### src/rtl/btn_irq_pkg.sv
package btn_irq_pkg;
    localparam int unsigned NUM_BTN  = 4;
    localparam int unsigned NUM_DIP  = 4;
    localparam int unsigned DATA_W   = 8;
    localparam int unsigned INSTR_W  = 8;
    localparam int unsigned FLAG_LSB = DATA_W - NUM_BTN;

    typedef logic [INSTR_W-1:0] instr_t;
    typedef logic [DATA_W-1:0]  byte_t;
    typedef logic [NUM_BTN-1:0] btn_vec_t;

    localparam instr_t CODE_STATUS = 8'h21;
    localparam instr_t CODE_CLEAR  = 8'h22;
    localparam instr_t CODE_FLAG   = 8'h23;
endpackage

### src/rtl/btn_sync_2ff.sv
module btn_sync_2ff #(
    parameter int unsigned WIDTH = 4
) (
    input  logic             clk,
    input  logic             rst_n,
    input  logic [WIDTH-1:0] d_i,
    output logic [WIDTH-1:0] q_o
);
    typedef struct packed {
        logic [WIDTH-1:0] meta;
        logic [WIDTH-1:0] sync;
    } sync_st_t;

    sync_st_t st_d, st_q;

    always_comb begin
        st_d      = st_q;
        st_d.meta = d_i;
        st_d.sync = st_q.meta;
    end

    always_ff @(posedge clk or negedge rst_n) begin
        if (!rst_n) st_q <= '0;
        else        st_q <= st_d;
    end

    assign q_o = st_q.sync;
endmodule

### src/rtl/btn_flag_bank.sv
module btn_flag_bank #(
    parameter int unsigned N = 4
) (
    input  logic         clk,
    input  logic         rst_n,
    input  logic [N-1:0] lvl_i,
    input  logic [N-1:0] clr_i,
    output logic [N-1:0] flag_n_o
);
    typedef struct packed {
        logic [N-1:0] prev;
        logic [N-1:0] flag_n;
    } bank_st_t;

    bank_st_t     st_d, st_q;
    logic [N-1:0] press;

    always_comb begin
        st_d      = st_q;
        st_d.prev = lvl_i;
        press     = lvl_i & ~st_q.prev;
        for (int i = 0; i < N; i++) begin
            if (clr_i[i])      st_d.flag_n[i] = 1'b1;
            else if (press[i]) st_d.flag_n[i] = 1'b0;
        end
    end

    always_ff @(posedge clk or negedge rst_n) begin
        if (!rst_n) begin
            st_q.prev   <= '0;
            st_q.flag_n <= '1;
        end else begin
            st_q <= st_d;
        end
    end

    assign flag_n_o = st_q.flag_n;

    for (genvar g = 0; g < N; g++) begin : g_chk
        AST_CLR_HOLDS_IDLE: assert property (@(posedge clk) disable iff (!rst_n)
            clr_i[g] |=> st_q.flag_n[g]) else $error("clear ignored");
        AST_PRESS_SETS: assert property (@(posedge clk) disable iff (!rst_n)
            (press[g] && !clr_i[g]) |=> !st_q.flag_n[g]) else $error("press lost");
        AST_SET_NEEDS_EDGE: assert property (@(posedge clk) disable iff (!rst_n)
            $fell(st_q.flag_n[g]) |-> $past(press[g])) else $error("set without edge");
    end
endmodule

### src/rtl/btn_host_port.sv
module btn_host_port
    import btn_irq_pkg::*;
(
    input  logic     clk,
    input  logic     rst_n,
    input  instr_t   instr_i,
    input  logic     wr_i,
    input  byte_t    wdata_i,
    input  btn_vec_t btn_lvl_i,
    input  logic [NUM_DIP-1:0] dip_lvl_i,
    input  btn_vec_t flag_n_i,
    output btn_vec_t clr_o,
    output byte_t    rdata_o
);
    typedef struct packed {
        btn_vec_t clr;
    } port_st_t;

    port_st_t st_d, st_q;
    byte_t    rd;

    always_comb begin
        st_d = st_q;
        if (wr_i && instr_i == CODE_CLEAR)
            st_d.clr = wdata_i[DATA_W-1:FLAG_LSB];
    end

    always_ff @(posedge clk or negedge rst_n) begin
        if (!rst_n) st_q <= '0;
        else        st_q <= st_d;
    end

    always_comb begin
        rd = '0;
        unique case (instr_i)
            CODE_STATUS: rd = {btn_lvl_i, dip_lvl_i};
            CODE_CLEAR:  rd[DATA_W-1:FLAG_LSB] = st_q.clr;
            CODE_FLAG:   rd[DATA_W-1:FLAG_LSB] = flag_n_i;
            default:     rd = '0;
        endcase
    end

    assign clr_o   = st_q.clr;
    assign rdata_o = rd;

    AST_CLR_WRITE: assert property (@(posedge clk) disable iff (!rst_n)
        (wr_i && instr_i == CODE_CLEAR) |=> (clr_o == $past(wdata_i[DATA_W-1:FLAG_LSB])))
        else $error("clear write lost");
    AST_CLR_NO_STRAY: assert property (@(posedge clk) disable iff (!rst_n)
        !(wr_i && instr_i == CODE_CLEAR) |=> $stable(clr_o))
        else $error("clear changed without write");
endmodule

### src/rtl/btn_irq_ctrl.sv
module btn_irq_ctrl
    import btn_irq_pkg::*;
(
    input  logic                clk,
    input  logic                rst_n,
    input  logic [NUM_BTN-1:0]  btn_i,
    input  logic [NUM_DIP-1:0]  dip_i,
    input  logic [INSTR_W-1:0]  instr_i,
    input  logic                wr_i,
    input  logic [DATA_W-1:0]   wdata_i,
    output logic [DATA_W-1:0]   rdata_o,
    output logic                irq_n_o
);
    btn_vec_t           btn_s;
    logic [NUM_DIP-1:0] dip_s;
    btn_vec_t           flag_n;
    btn_vec_t           clr;

    btn_sync_2ff #(.WIDTH(NUM_BTN)) u_sync_btn (
        .clk(clk), .rst_n(rst_n), .d_i(btn_i), .q_o(btn_s)
    );

    btn_sync_2ff #(.WIDTH(NUM_DIP)) u_sync_dip (
        .clk(clk), .rst_n(rst_n), .d_i(dip_i), .q_o(dip_s)
    );

    btn_flag_bank #(.N(NUM_BTN)) u_flags (
        .clk(clk), .rst_n(rst_n), .lvl_i(btn_s), .clr_i(clr), .flag_n_o(flag_n)
    );

    btn_host_port u_port (
        .clk(clk), .rst_n(rst_n), .instr_i(instr_i), .wr_i(wr_i),
        .wdata_i(wdata_i), .btn_lvl_i(btn_s), .dip_lvl_i(dip_s),
        .flag_n_i(flag_n), .clr_o(clr), .rdata_o(rdata_o)
    );

    assign irq_n_o = &flag_n;

    AST_IRQ_RELEASE: assert property (@(posedge clk) disable iff (!rst_n)
        $rose(irq_n_o) |-> $past(|clr)) else $error("irq released without clear");
endmodule

### config.mk
export PLATFORM = sky130hd
export DESIGN_NAME = btn_irq_ctrl
export DESIGN_NICKNAME = d
export VERILOG_FILES = /design/src/rtl/btn_irq_pkg.sv /design/src/rtl/btn_sync_2ff.sv /design/src/rtl/btn_flag_bank.sv /design/src/rtl/btn_host_port.sv /design/src/rtl/btn_irq_ctrl.sv
export SDC_FILE = /design/constraint.sdc
export NUM_CORES = 1
export LEC_CHECK = 0
export ABC_AREA = 1
export BUFFER_PORTS_ARGS = -buffer_cell sky130_fd_sc_hd__buf_2
export CELL_PAD_IN_SITES_DETAIL_PLACEMENT = 2
export CELL_PAD_IN_SITES_GLOBAL_PLACEMENT = 2
export CORE_ASPECT_RATIO = 1.75
export CORE_MARGIN = 2
export CORE_UTILIZATION = 26
export CTS_CLUSTER_DIAMETER = 200
export CTS_CLUSTER_SIZE = 24
export DETAILED_ROUTE_END_ITERATION = 10
export PLACE_DENSITY = 0.8
export SLEW_MARGIN = 20
export SYNTH_ARGS = -nofsm -noshare
export SYNTH_HDL_FRONTEND = slang
export SYNTH_SLANG_ARGS = --single-unit
### constraint.sdc
create_clock -name clk -period 0.8 [get_ports clk]
set_input_delay 0.08 -clock clk [delete_from_list [all_inputs] [get_ports clk]]
set_output_delay 0.08 -clock clk [all_outputs]
set_load 0.01 [all_outputs]
==> summary.md, run 1 <==
| Metric | Value |
|---|---|
| Status | finished with violations |
| RePlAce Congestion | around 0.77 |
| Avg Vias per Cell | approximately 4.5 |
| Mapped Cells | 101 |
| Initial DRC Count | 10 |
| Synth cell types | 16 |
| Starting density of the core | 0.275 |
| TritonCTS clock tree | built |
| Placement Cell Area | between 1000 and 1500 um^2 |
| Unrepaired setup endpoints after global routing | true |
| Minimum clock period | ~1400 ps |
| I/O Buffers | 31 |
| Die width | about 53 um |
| Number of global-route vias before repair | 1049 |
| Startpoint Class | flop |
| Clock skew | roughly 1.1 ps |
| Final worst-path cycle share | 1.71 |
| Crit-path max FO | 2 |
| CTS Buf Count | 3 |
| Initial antenna violation count | 0 |
| Fin. max-slew vios | 0 |
| Seq/Total Area, Yosys | 0.658 |
| Core area | ~4000 um^2 |
| Crit end category | output pin |
| Final wirelength | around 3.5 mm |
| Worst VDD drop | roughly 1700 uV |
| Nets | about 190 |
| DP Wirelength | 2.13 mm |
| First-pass GRT wire length | 5.40 mm |
| Largest net degree at the start of global routing | 29 |
| Die area | roughly 4700 um^2 |
| CP Class | reg -> out |
| Filler cell count | 421 |
| Hold Path Class | in -> reg |
| H-Tree Depth | 1 |
| Clk pin slew, worst setup/hold paths | around 90 ps |
| Leakage | 0.911 nW |
| GRT Residual Overflow | 0 |
| Post-synthesis register bit count | 28 |
| Clk_lat worst skew | between 200 and 300 ps |
| Worst endpoint data arrival time | ~1300 ps |
| Setup violations, final | 13 |
| Fin area | between 1500 and 2000 um^2 |
| DRC viols | 0 |
| Final ANT Viol Nets | 0 |
| Ant diodes | 0 |
| Max Clk Rate | approximately 730 MHz |
| # rows | 30 |
| Boundary pin count | 36 |
| Failing checks | setup timing |
| Post-Syn Nets | roughly 130 |
| Hold Fails Final Rpt | 0 |
| Chip Height | 89.0 um |
| Area Overhead vs Synth | 61.8% |
| Sink Count | 28 |
| Post-detailed-route wirelength per cell | about 17 um |
| Worst slew pin tran | approximately 250 ps |
| Total global-route track usage | 0.163 |
| Mean Syn Cell Area | approximately 11 um^2 |
| Clock Path Buffers | 2 |
| Synthesized area | roughly 1100 um^2 |
| Pre-antenna DRT Iters | 3 |
| DR vias | 931 |
| Required time of the critical path | 720 ps |
| Power density cells | 1700 nW/um^2 |
| MaxCap Viol Count | 0 |
| Syn. warnings | 0 |
| Root buffer cell | clkbuf_8 |
| Share of layout cells above drive strength 1 | 0.540 |
| Final worst slack | -568 ps |
| Slew margin rel. | 0.831 |
| Layout Utilization | 0.445 |
==> sequential cells by signal, indices dropped and copies added (netlist names) <==
signal and count:
u_flags.flag_n_o 4, u_flags.st_q 4, u_port.clr_o 4, u_sync_btn.q_o 4, u_sync_btn.st_d 4, u_sync_dip.q_o 4, u_sync_dip.st_d 4
==> worst paths after layout <==
kind / from / to / slack (ps) / cells after the start
max: u_flags.flag_n_o[2] / irq_n_o / -570 / 3
min: wdata_i[4] / u_port.clr_o[0] / 60 / 3
max reg2reg: u_flags.flag_n_o[3] / u_flags.flag_n_o[3] / -110 / 3
min reg2reg: u_sync_dip.st_d[3] / u_sync_dip.q_o[3] / 350 / 0
max in group asynchronous: rst_n / u_flags.flag_n_o[2] / 280 / 3
min in group asynchronous: rst_n / u_flags.st_q[4] / 280 / 3
==> routing by layer <==
layer | global-route usage | vias to the layer above | share of wire
li1 | - | 438 | -
met1 | 0.181 | 465 | 0.36
met2 | 0.308 | 20 | 0.59
met3 | 0.0184 | 8 | 0.024
met4 | 0.0629 | 0 | 0.022
met5 | 0 | - | 0
==> repair_timing <==
item / CTS / global route
hold endpoints to repair: 36 / 0
pin swaps: 15 / 11
setup endpoints to repair: 13 / 17
setup buffers: 8 / 3
hold buffers: 9 / 0
resized for setup: 21 / 17
==> worst max-delay path, stage by stage (launching register included) <==
cell	delay, ps
dfstp_2	550
inv_2	50
nor4_4	250
buf_2	160
==> kinds of logic after synthesis <==
| family | Yosys count | synth area share |
|---|---|---|
| flip-flops | 28 | 0.658 |
| buffers and inverters | 20 | 0.0770 |
| AO/OA/AOI/OAI | 4 | 0.0280 |
| AND/OR/NAND/NOR | 49 | 0.237 |
==> layout by cell type (no fill, tap or decap) <==
master and instances:
o21bai_1 4, dfrtp_1 24, nor4_4 1, nand3_4 2, clkbuf_8 4, buf_2 27, inv_1 9, nand3_2 7
nand2_1 9, buf_12 2, nor2_2 2, nor2_4 2, nand2_2 2, buf_6 11, buf_4 8, inv_2 10
nor2_1 7, nor2_8 1, nand4_1 4, dlygate4sd3_1 9, dfstp_2 4, nand3_1 8, nand2_4 4
==> layout make-up <==
cell class	count	area [um^2]	share of cell area
Timing Repair Buffer	57	449	0.259
Clock buffer	4	55.1	0.0317
Inverter	19	71.3	0.0411
Sequential cell	28	706	0.407
Tap cell	48	60.1	0.0346
Multi-Input combinational cell	53	394	0.227
==> cell usage after synthesis (all sizes together) <==
| master | number | area [um^2] |
|---|---|---|
| nor2 | 12 | 71.3 |
| nand4 | 4 | 25.0 |
| o21bai | 4 | 30.0 |
| nand3 | 17 | 90.1 |
| dfrtp | 24 | 601 |
| nor4 | 1 | 6.26 |
| nand2 | 15 | 61.3 |
| buf | 1 | 11.3 |
| inv | 19 | 71.3 |
| dfstp | 4 | 105 |
==> metrics by stage <==
stage	power, mW	std cells	TNS (ps)	hold slack (ps)	worst slack (ps)
3_5_place_dp	1.89	185	-3320	37.2	-306
6_report	2.95	209	-3370	57.3	-568
2_1_floorplan	1.71	101	-140	-216	-140
4_1_cts	2.88	206	-3220	56.1	-586
5_1_grt	3.09	209	-4070	62.5	-638
3_3_place_gp	1.86	185	-2600	30.1	-248
==> where the power goes <==
group | switching (mW) | internal, mW
sequential | 0.0641 | 1.53
combinational | 0.228 | 0.253
clock | 0.430 | 0.441
No activity file was read; power rests on OpenSTA's default activity.
==> inputs of run 2 (changes only) <==
==> constraint.sdc (replaced) <==
create_clock -name clk -period 0.8 [get_ports clk]
set_input_delay 0.16 -clock clk [delete_from_list [all_inputs] [get_ports clk]]
set_output_delay 0.16 -clock clk [all_outputs]
set_load 0.01 [all_outputs]
==> run 2 against run 1 <==
The flow still finishes with violations (setup timing). Via count is 4.2% higher. Core utilization is 6.4 points higher. Sequential share of layout area is 5.1 points lower. Critical endpoint unchanged. Largest cell class unchanged. Highest routed layer unchanged.
==> summary.md, run 2 (synthesis gave the netlist of run 1 again) <==
| Metric | Value |
|---|---|
| Status | finished with violations |
| Failing checks | setup timing |
| CP Class | reg -> out |
| Worst VDD drop | roughly 1300 uV |
| Filler cell count | just under 400 |
| Die width | approximately 53 um |
| R2r startpoint | u_flags.flag_n_o[1] |
| Leakage | 0.971 nW |
| First-pass GRT wire length | between 6 and 7 mm |
| Largest net degree at the start of global routing | 29 |
| TritonCTS clock tree | built |
| Die area | roughly 4700 um^2 |
| Avg Vias per Cell | ~4.5 |
| Finished Layout Cells | 214 |
| Pre-antenna DRT Iters | 4 |
| Cell total after placement | slightly below 200 |
| Tot Pwr | about 3.3 mW |
| Unrepaired setup endpoints after global routing | true |
| DP Wirelength | 2.43 mm |
| Hold path startpoint | wdata_i[4] |
| Required time of the critical path | approximately 640 ps |
| Initial antenna violation count | 0 |
| Fin. max-slew vios | 0 |
| Final ANT Viol Nets | 0 |
| Worst Setup SP | u_flags.flag_n_o[2] |
| Clk pin slew, worst setup/hold paths | about 100 ps |
| Share of layout cells above drive strength 1 | 0.627 |
| Post-detailed-route wirelength per cell | 17.5 um |
| Max Clk Rate | 679 MHz |
| Startpoint Class | flop |
| CTS Buf Count | 3 |
| Crit end category | output pin |
| Power density cells | 1670 nW/um^2 |
| Commonest non-fill, non-tap cells in the layout | dfrtp_1, buf_6, buf_2 |
| Final worst slack | -673 ps |
| Worst slew pin tran | 308 ps |
| Clk_lat worst skew | 280 ps |
| Nets | ~190 |
| # rows | 30 |
| Setup violations, final | 17 |
| Starting density of the core | 0.275 |
| Core area | between 3000 and 4000 um^2 |
| H-Tree Depth | 1 |
| Placement Setup Slack | -473 ps |
| I/O Buffers | 31 |
| Worst endpoint data arrival time | 1310 ps |
| Chip Height | between 80 and 90 um |
| Crit-path max FO | 2 |
| Boundary pin count | 36 |
| Minimum clock period | 1470 ps |
| Number of global-route vias before repair | approximately 1.2k |
| GRT Residual Overflow | 0 |
| Total global-route track usage | 0.186 |
| Final worst-path cycle share | 1.84 |
| Clock Path Buffers | 2 |
| Most common cell after layout, fill and taps aside | dfrtp_1 |
| Hold Fails Final Rpt | 0 |
| Ant diodes | 0 |
| Hold Path Class | in -> reg |
| RePlAce Congestion | roughly 0.77 |
| DR vias | just under 1k |
| Clock skew | ~7.1 ps |
| Final wirelength | between 3 and 4 mm |
| Sink Count | 28 |
| Layout Utilization | 0.509 |
| Root buffer cell | clkbuf_8 |
| MaxCap Viol Count | 0 |
| DRC viols | 0 |
| Slew margin rel. | 0.794 |
| Area Overhead vs Synth | 85.2% |
| Initial DRC Count | 11 |
==> run 2: cell types whose count changed in the layout (fill, tap and decap cells not counted), moves of 2 or more <==
cell / before / now
inv_1: 9 / 7
nand3_1: 8 / 2
inv_2: 10 / 6
inv_4: 0 / 2
nand2_8: 0 / 2
inv_8: 0 / 2
buf_2: 27 / 16
nand3_2: 7 / 14
nor2_1: 7 / 4
buf_6: 11 / 23
buf_4: 8 / 11
nor2_4: 2 / 6
==> run 2: path summary, 6_finish.rpt <==
| kind | end | slack [ps] | cells past startpoint |
|---|---|---|---|
| max | irq_n_o | -670 | 3 |
| min | u_port.clr_o[0] | 140 | 3 |
| max reg2reg | u_flags.flag_n_o[1] | -140 | 3 |
| min reg2reg | u_sync_btn.q_o[1] | 360 | 0 |
| max in group asynchronous | u_flags.flag_n_o[3] | 210 | 3 |
| min in group asynchronous | u_sync_dip.q_o[2] | 360 | 3 |
==> run 2: critical path, cell delays in order (launching register included) <==
cell and delay, ps:
dfstp_2 550, inv_2 50, nor4_4 260, buf_2 170
==> run 2: power by group <==
group | internal [mW] | switching (mW) | leakage, nW
Sequential | 1.53 | 0.0622 | 0.330
Clock | 0.671 | 0.449 | 0.0357
Combinational | 0.324 | 0.271 | 0.606
Total | 2.53 | 0.782 | 0.971
==> run 2: metrics by stage <==
| step | TNS [ps] | hold WS [ps] | cell area (um^2) |
|---|---|---|---|
| after floorplan | -708 | -136 | 1240 |
| after global placement | -5350 | 111 | 1570 |
| after detailed placement | -5890 | 118 | 1570 |
| after CTS | -4610 | 146 | 1950 |
| after global routing | -5730 | 154 | 1990 |
| final | -4920 | 141 | 1990 |
==> run 2: repair_timing <==
| item | CTS | global route |
|---|---|---|
| setup endpoints to repair | 17 | 17 |
| setup buffers | 9 | 3 |
| hold buffers | 9 | 0 |
| hold endpoints to repair | 32 | 0 |
| pin swaps | 17 | 4 |
| gates resized for setup | 40 | 9 |
==> run 2: routing by layer <==
metal,track usage,part of all wire
met3,0.0234,0.025
met5,0,0
met1,0.196,0.34
met2,0.364,0.62
met4,0.0653,0.019
==> run 2: area by class of cell <==
| class | count | area, um^2 | share of cell area |
|---|---|---|---|
| inverter | 19 | 113 | 0.0567 |
| sequential | 28 | 706 | 0.355 |
| timing repair buffer | 62 | 567 | 0.285 |
| clock buffer | 3 | 41.3 | 0.0208 |
| clock inverter | 1 | 30.0 | 0.0151 |
| tap | 48 | 60.1 | 0.0302 |
| multi-input combinational | 53 | 469 | 0.236 |
